<file path="src/rtl/sst_pkg.sv">
package sst_pkg;
    parameter int FRAME_BITS = 8;
    localparam int CNT_W = $clog2(FRAME_BITS);
    localparam logic [CNT_W-1:0] LAST_BIT = CNT_W'(FRAME_BITS - 1);

    typedef struct packed {
        logic [CNT_W-1:0]      cnt;
        logic [FRAME_BITS-1:0] rx_sh;
        logic [FRAME_BITS-1:0] tx_sh;
        logic [FRAME_BITS-1:0] rx_hold;
        logic                  rx_vld;
        logic                  prev;
    } core_state_t;
endpackage

</file>
<file path="src/rtl/sst_sync.sv">
module sst_sync #(
    parameter int WIDTH  = 2,
    parameter int STAGES = 2
) (
    input  logic             clk,
    input  logic             rst_n,
    input  logic [WIDTH-1:0] din,
    output logic [WIDTH-1:0] dout
);
    for (genvar w = 0; w < WIDTH; w++) begin : g_bit
        logic [STAGES-1:0] chain_d, chain_q;

        always_comb begin
            chain_d = {chain_q[STAGES-2:0], din[w]};
        end

        always_ff @(posedge clk or negedge rst_n) begin
            if (!rst_n) chain_q <= '0;
            else        chain_q <= chain_d;
        end

        assign dout[w] = chain_q[STAGES-1];
    end
endmodule

</file>
<file path="src/rtl/sst_shift_core.sv">
module sst_shift_core
    import sst_pkg::*;
(
    input  logic                  clk,
    input  logic                  rst_n,
    input  logic                  sclk_s,
    input  logic                  sdi_s,
    input  logic                  busy_i,
    input  logic                  clr_i,
    input  logic                  tx_load_i,
    input  logic [FRAME_BITS-1:0] tx_byte_i,
    output logic                  frame_end_o,
    output logic                  sdo_o,
    output logic                  rx_valid_o,
    output logic [FRAME_BITS-1:0] rx_byte_o
);
    core_state_t st_d, st_q;
    logic rise, acc;

    always_comb begin
        rise        = sclk_s & ~st_q.prev;
        acc         = rise & ~busy_i;
        st_d        = st_q;
        st_d.prev   = sclk_s;
        st_d.rx_vld = 1'b0;
        frame_end_o = 1'b0;
        if (clr_i) begin
            st_d.cnt   = '0;
            st_d.rx_sh = '0;
        end else if (acc) begin
            st_d.rx_sh = {st_q.rx_sh[FRAME_BITS-2:0], sdi_s};
            st_d.tx_sh = {st_q.tx_sh[FRAME_BITS-2:0], 1'b0};
            if (st_q.cnt == LAST_BIT) begin
                st_d.cnt     = '0;
                st_d.rx_vld  = 1'b1;
                st_d.rx_hold = {st_q.rx_sh[FRAME_BITS-2:0], sdi_s};
                frame_end_o  = 1'b1;
            end else begin
                st_d.cnt = st_q.cnt + CNT_W'(1);
            end
        end else if (tx_load_i && st_q.cnt == '0) begin
            st_d.tx_sh = tx_byte_i;
        end
    end

    always_ff @(posedge clk or negedge rst_n) begin
        if (!rst_n) st_q <= '0;
        else        st_q <= st_d;
    end

    assign sdo_o      = st_q.tx_sh[FRAME_BITS-1];
    assign rx_valid_o = st_q.rx_vld;
    assign rx_byte_o  = st_q.rx_hold;

    assert_rx_capture_R1: assert property (@(posedge clk) disable iff (!rst_n)
        (acc && st_q.cnt == LAST_BIT && !clr_i) |=>
            (rx_valid_o && rx_byte_o == {$past(st_q.rx_sh[FRAME_BITS-2:0]), $past(sdi_s)}));

    assert_tx_load_R2: assert property (@(posedge clk) disable iff (!rst_n)
        (tx_load_i && st_q.cnt == '0 && !acc && !clr_i) |=> (sdo_o == $past(tx_byte_i[FRAME_BITS-1])));

    assert_busy_edge_ignored_R6: assert property (@(posedge clk) disable iff (!rst_n)
        (busy_i && rise && !clr_i) |=> ($stable(st_q.cnt) && $stable(st_q.rx_sh) && $stable(st_q.tx_sh)));

    assert_midframe_load_ignored_R7: assert property (@(posedge clk) disable iff (!rst_n)
        (tx_load_i && st_q.cnt != '0 && !acc && !clr_i) |=> $stable(st_q.tx_sh));

    assert_clr_restarts_R8: assert property (@(posedge clk) disable iff (!rst_n)
        clr_i |=> (st_q.cnt == '0));
endmodule

</file>
<file path="src/rtl/sst_busy_ctrl.sv">
module sst_busy_ctrl #(
    parameter int BUSY_MAX = 6
) (
    input  logic clk,
    input  logic rst_n,
    input  logic frame_end_i,
    input  logic done_i,
    input  logic clr_i,
    output logic busy_o
);
    localparam int BCNT_W = (BUSY_MAX > 1) ? $clog2(BUSY_MAX) : 1;
    localparam logic [BCNT_W-1:0] HOLD_LAST = BCNT_W'(BUSY_MAX - 1);

    typedef struct packed {
        logic              busy;
        logic [BCNT_W-1:0] cnt;
    } busy_state_t;

    busy_state_t b_d, b_q;

    always_comb begin
        b_d = b_q;
        if (clr_i) begin
            b_d = '0;
        end else if (b_q.busy) begin
            if (done_i || b_q.cnt == HOLD_LAST) begin
                b_d = '0;
            end else begin
                b_d.cnt = b_q.cnt + BCNT_W'(1);
            end
        end else if (frame_end_i) begin
            b_d.busy = 1'b1;
            b_d.cnt  = '0;
        end
    end

    always_ff @(posedge clk or negedge rst_n) begin
        if (!rst_n) b_q <= '0;
        else        b_q <= b_d;
    end

    assign busy_o = b_q.busy;

    // checker-only run length of the busy window
    logic [BCNT_W:0] run_q;
    always_ff @(posedge clk or negedge rst_n) begin
        if (!rst_n)      run_q <= '0;
        else if (busy_o) run_q <= run_q + 1'b1;
        else             run_q <= '0;
    end

    assert_busy_bounded_R4: assert property (@(posedge clk) disable iff (!rst_n)
        busy_o |-> (run_q < (BCNT_W+1)'(BUSY_MAX)));

    assert_busy_starts_R3: assert property (@(posedge clk) disable iff (!rst_n)
        (frame_end_i && !clr_i && !busy_o) |=> busy_o);

    assert_done_releases_R5: assert property (@(posedge clk) disable iff (!rst_n)
        (busy_o && done_i) |=> !busy_o);
endmodule

</file>
<file path="src/rtl/sslave_xcvr.sv">
module sslave_xcvr #(
    parameter int SYNC_STAGES = 2,
    parameter int BUSY_MAX    = 6
) (
    input  logic                           clk,
    input  logic                           rst_n,
    input  logic                           sclk,
    input  logic                           sdi,
    output logic                           sdo,
    output logic                           busy_n,
    input  logic                           tx_load,
    input  logic [sst_pkg::FRAME_BITS-1:0] tx_byte,
    output logic                           rx_valid,
    output logic [sst_pkg::FRAME_BITS-1:0] rx_byte,
    input  logic                           done,
    input  logic                           frame_clr
);
    logic [1:0] raw_in, sync_out;
    logic frame_end, busy;

    assign raw_in = {sclk, sdi};

    sst_sync #(.WIDTH(2), .STAGES(SYNC_STAGES)) u_sync (
        .clk  (clk),
        .rst_n(rst_n),
        .din  (raw_in),
        .dout (sync_out)
    );

    sst_shift_core u_core (
        .clk        (clk),
        .rst_n      (rst_n),
        .sclk_s     (sync_out[1]),
        .sdi_s      (sync_out[0]),
        .busy_i     (busy),
        .clr_i      (frame_clr),
        .tx_load_i  (tx_load),
        .tx_byte_i  (tx_byte),
        .frame_end_o(frame_end),
        .sdo_o      (sdo),
        .rx_valid_o (rx_valid),
        .rx_byte_o  (rx_byte)
    );

    sst_busy_ctrl #(.BUSY_MAX(BUSY_MAX)) u_busy (
        .clk        (clk),
        .rst_n      (rst_n),
        .frame_end_i(frame_end),
        .done_i     (done),
        .clr_i      (frame_clr),
        .busy_o     (busy)
    );

    assign busy_n = ~busy;

    assert_strobe_with_busy_R3: assert property (@(posedge clk) disable iff (!rst_n)
        rx_valid |-> !busy_n);
endmodule

</file>
<file path="config.mk">
export PLATFORM = sky130hd
export DESIGN_NAME = sslave_xcvr
export DESIGN_NICKNAME = d
export VERILOG_FILES = /design/src/rtl/sst_pkg.sv /design/src/rtl/sst_sync.sv /design/src/rtl/sst_shift_core.sv /design/src/rtl/sst_busy_ctrl.sv /design/src/rtl/sslave_xcvr.sv
export SDC_FILE = /design/constraint.sdc
export NUM_CORES = 1
export LEC_CHECK = 0
export CAP_MARGIN = 10
export CORE_MARGIN = 5
export CORE_UTILIZATION = 35
export CTS_CLUSTER_SIZE = 16
export DETAILED_ROUTE_END_ITERATION = 6
export PLACE_DENSITY = 0.61
export SETUP_SLACK_MARGIN = 0.02
export SLEW_MARGIN = 15
export SYNTH_ARGS = -nofsm -noshare
export SYNTH_HDL_FRONTEND = slang
export SYNTH_SLANG_ARGS = --single-unit
</file>
<file path="constraint.sdc">
create_clock -name clk -period 1.9 [get_ports clk]
set_input_delay 0.38 -clock clk [delete_from_list [all_inputs] [get_ports clk]]
set_output_delay 0.38 -clock clk [all_outputs]
set_load 0.02 [all_outputs]
</file>
### Word level (Yosys, flattened, before mapping)

Index checks and enable logic that the tools add are counted.

* memories kept: 0
* bits in read-only memories: 0
* bits in latches: 0
* logic and storage cells: 43
* register bits: 36
* memory bits (writable): 0
* input port bits: 15
* output and inout port bits: 11

* equal/unequal tests: 2
* add/subtract/negate cells: 2
* multiply operators: 0
* shift operators: 0
* div/mod/pow operators: 0
* $lt $le $gt $ge: 0
* mux-type cells: 16
* reductions and logical operators: 8
* bitwise logic cells: 5

Operators with widths (number)
* 11-bit two-way mux: 2
* 8-bit two-way mux: 2
* 4-bit two-way mux: 3
* 1-bit two-way mux: 7
* 3-bit by 1-bit adder with 3-bit output (second input constant): 2
* 3-bit == test (second input constant): 2
* 3-bit two-way mux: 2
* 2-bit nonzero test: 2
* 3-bit zero test: 1
* 1-bit NOT: 3
* 3-bit AND reduction: 1
* 3-bit nonzero test: 1
* 1-bit bitwise AND: 2
* 2-bit AND reduction: 1
* 1-bit logical AND: 1
* 1-bit logical OR: 1

### Depth between registers and ports, before layout

Gate-level depths: netlist of run 1.

* word-level depth: 8
* gate-level depth with buffers: 6
* depth with buffers taken out: 5

### Modules after synthesis

From an unflattened synthesis of run 1, not the netlist that was laid out.

* cell total of the unflattened synthesis: 137
* area, all modules: 1610.3 µm²

By module, submodules not included
* sst_shift_core: area each 1263.7 µm², cells an instance 107, seq. area each 700.7 µm², instances 1
* sst_busy_ctrl: area each 227.7 µm², cells an instance 23, seq. area each 100.1 µm², instances 1
* sst_sync: area each 115.1 µm², cells an instance 6, seq. area each 100.1 µm², instances 1
* sslave_xcvr: area each 3.8 µm², cells an instance 1, seq. area each 0.0 µm², instances 1

### Worst setup path before layout of run 1

No wires, ideal clock.

* path kind: register to register
* start point: register u_core.st_q[26] (netlist name)
* end point: register u_core.st_q (netlist bit u_core.sdo_o)
* arrival time: 1.399 ns
* slack: 0.376 ns
* clock period less this slack: 1.524 ns
* setup time: 0.125 ns
* path buffers: 1
* cell stages (with the launch flop): 7
* required time: 1.775 ns
* cells stage by stage: dfrtp_1 inv_1 ha_1 or4bb_1 buf_2 o32ai_1 nor2_1

* word-level cells in the longest chain between the ends: 4

Ends and longest elaborated chain
* from (decl): RTL line sst_shift_core.sv:17 `core_state_t st_d, st_q;`
* from (signal assigned): RTL line sst_shift_core.sv:48 `else st_q <= st_d;`
* 3-bit zero test: RTL line sst_shift_core.sv:41 `end else if (tx_load_i && st_q.cnt == '0) begin`
* 1-bit logical AND: RTL line sst_shift_core.sv:41
* 2-bit nonzero test (no line)
* 2-bit AND reduction (no line)

Every way passes these cells.
A chain may end at the register's enable or synchronous reset.

### Worst setup path in the final report of run 1

* start point: register u_busy.b_q (netlist bit u_busy.busy_o)
* end point: output port busy_n

* word-level cells in the longest chain between the ends: 1

Ends and longest elaborated chain
* from (decl): RTL line sst_busy_ctrl.sv:19 `busy_state_t b_d, b_q;`
* from (signal assigned): RTL line sst_busy_ctrl.sv:38 `if (!rst_n) b_q <= '0;`
* from (signal assigned): RTL line sst_busy_ctrl.sv:39 `else b_q <= b_d;`
* 1-bit NOT: RTL line sslave_xcvr.sv:54 `assign busy_n = ~busy;`
* to (decl): RTL line sslave_xcvr.sv:10 `output logic busy_n,`

Every way passes these cells.

==> results of run 1 <==
[routing by layer]
metal	vias up	wire length [µm]
met5	-	0
met4	0	67
met3	7	167
met2	33	1505
met1	539	1373
li1	527	-
[critical path, delay by kind of cell, from the launching register on]
family / cells / cell delay, ns
buffers and inverters: 2 / 0.67
DFF: 1 / 0.47
[registers in the layout, indices dropped and copies added (netlist names)]
register / flops
u_core.rx_byte_o: 8
u_sync.g_bit.chain_q: 4
u_core.sdo_o: 1
u_busy.b_q: 3
u_core.rx_valid_o: 1
u_core.st_q: 18
u_busy.busy_o: 1
[metrics by stage]
stage	utilization (%)	cell area (µm²)	setup WS (ns)	total power [mW]	setup TNS, ns
floorplan	-	1603	0.3764	0.9257	0
global placement	42.75	1874	-0.1092	1.007	-0.9626
detailed placement	42.75	1874	-0.1644	1.016	-1.631
CTS	44.86	1967	0.07328	1.570	0
global route	44.86	1967	0.03653	1.628	0
finish	44.86	1967	0.09192	1.551	0
[logic make-up after synthesis]
group | Yosys count | share of synthesized area [%]
buffers and inverters | 21 | 7.416
adder cells (fa/ha/maj) | 5 | 3.903
AND/OR/NAND/NOR | 48 | 16.78
AO/OA/AOI/OAI | 22 | 9.368
flip-flops | 36 | 56.21
multiplexers | 9 | 6.323
[cells in the final DEF (no fill, tap or decap)]
cell,count
nand2_4,1
a311oi_1,1
inv_1,6
clkbuf_8,6
nor3_1,7
nor2_1,7
nor4b_4,1
o32ai_1,7
clkdlybuf4s50_1,25
or3_1,1
a21o_1,1
nand2_1,21
a211o_1,1
dfrtp_1,36
or4bb_1,1
nand3_1,2
ha_1,5
o2bb2ai_1,1
nor4b_1,1
a21oi_1,11
mux2_2,9
clkinv_2,2
or4b_1,1
nor3b_2,1
or3b_2,2
buf_4,7
nor3b_1,1
nor4bb_1,1
[where the power goes]
part / internal, mW / total [mW] / switching (mW)
sequential: 0.810 / 0.841 / 0.0312
clock: 0.289 / 0.549 / 0.260
combinational: 0.0809 / 0.161 / 0.0800
[cell type report]
| class | count | area share [%] |
|---|---|---|
| Sequential cell | 36 | 45.80 |
| Multi-Input combinational cell | 84 | 29.64 |
| Timing Repair Buffer | 32 | 15.39 |
| Clock buffer | 6 | 4.198 |
| Tap cell | 52 | 3.308 |
| Inverter | 6 | 1.145 |
| Clock inverter | 2 | 0.5089 |
[worst max-delay path by stage]
stage                                             end  cells past startpoint                         from  slack, ns
after floorplan              u_core.sdo_o$_DFFE_PN0P_                      6  u_core.st_q[26]$_DFFE_PN0P_       0.38
after global placement    u_core.st_q[15]$_DFFE_PN0P_                      4                    frame_clr      -0.11
after detailed placement  u_core.st_q[16]$_DFFE_PN0P_                      4                    frame_clr      -0.16
after CTS                                      busy_n                      2      u_busy.busy_o$_DFF_PN0_       0.07
after global routing                           busy_n                      2      u_busy.busy_o$_DFF_PN0_       0.04
final                                          busy_n                      2      u_busy.busy_o$_DFF_PN0_       0.09
==> metrics.txt, run 1 <==
status complete, no violations; met2 usage 17.36%; Post-CTS Setup Bufs 0; clock root buffer clkbuf_8; gr usage total 11.10%; Area contributors post-synth dfrtp_1 (56%), mux2_2 (6.3%), nand2_1 (4.9%); DPL Wire Length 2.199 mm; dominant cell type by area after synthesis dfrtp_1; FF-to-FF path depth 5; Post-synth top flop dfrtp_1; synth warn 0; Worst Hold Class reg -> reg; wire length of the first global-routing pass about 5.3 mm; flop-to-flop setup slack 0.19 ns; Synth cell types 28; Post-CTS Resized 0; PortBufs 25; Multi-input gate area slightly below 600 µm²; sequential share of the synthesized area 56.21%; Inserted Diodes 0; total of max-cap violations 0; I/O pins 26; Via density 5.073; Crit Path Class reg -> out; hold_sp u_sync.g_bit[0].chain_q[0]$_DFF_PN0_; largest net degree at the start of global routing 37; Critical Path Sink Type primary output; DRC errors left 0; Leak 0.8930 nW; die area just over 0.006 mm²; Fin. Hold Viols 0; core area 0.004384 mm²; crit share post-route 95.16%; number of CTS-inserted buffers 5; FILL cells 398; Max Clock Skew 0.002736 ns; fin nets 185; gr ovfl total 0; RSZ-0062 raised after global routing no; Synth Area per Inst 11.37 µm²; Non-Filler Instances approximately 220; crit start category flip-flop; Mapped Area 0.001603 mm²; Clock Path Buffers 2; maximum fanout along the worst path 7; slowest CP cell clkdlybuf4s50_1; share of layout cells above drive strength 1 between 15 and 20%; Hold Buf Count CTS 0; Area Overhead vs Synth 22.72%; fmax 553.1 MHz; routed wire length 3.114 mm; Yosys top cell area share between 50 and 60%; via count of the first global-routing pass 1185; fin crit period between 1.5 and 2 ns; Reg clk slew, reported paths 0.07 ns; placed cell count 210; CTS tree done; initial detailed-routing violation count 61; CP Cell Sequence inv_1, clkdlybuf4s50_1; Slew Limit Fails 0; Die Ht 77.67 µm; Worst-Margin Slew 0.5047 ns; WHS Endpoint u_sync.g_bit[0].chain_q[1]$_DFF_PN0_; Die X approximately 78 µm; Initial Utilization a little over a third; CP Data Required Time around 1.5 ns; Site Rows 24; CP max stage delay 0.59 ns; RR Endpoint u_core.st_q[16]$_DFFE_PN0P_; met3 GRT Util 3.704%; WHS Path Cells 0; Most Used Layer, Global Route met2; Skew-Pair Late Insertion Delay 0.29 ns; initial antenna violation count 0; leading cell type by number of instances after synthesis dfrtp_1; final antenna-violating net count 0; final setup fails 0; CP arrival 1.43 ns; Final GP Congestion 0.8008; Max VDD drop roughly 0.44 mV; CTS H-tree lvls 2; fraction of registers with async set/reset 100.0%; grt met1 use 13.59%; Fin Hold WS around 0.35 ns; Post-synth EDFFs 0; Post-synth top cells dfrtp_1 (36), nand2_1 (21), a21oi_1 (11); Vias ~1100; Initial DRT Pass Iterations 6; Syn Inst Count 141; Net Count, Synth 161; Cell Pwr Density 788.5 mW/mm²; Num Clock Sinks 36; sequential cell area about 900 µm²; Reg-to-Reg Start u_core.st_q[26]$_DFFE_PN0P_; DR WL/cell 14.28 µm; Yosys reg bits 36; Slew HR 66.21%
Power figures use the tool's default switching activity.
==> inputs of run 2 (changes only) <==
--- a/config.mk
+++ b/config.mk
@@ -5,7 +5,6 @@
 export SDC_FILE = /design/constraint.sdc
 export NUM_CORES = 1
 export LEC_CHECK = 0
-export CAP_MARGIN = 10
 export CORE_MARGIN = 5
 export CORE_UTILIZATION = 35
 export CTS_CLUSTER_SIZE = 16
==> results of run 2 <==
The final DEF is identical to that of run 1; final timing and power are the same.
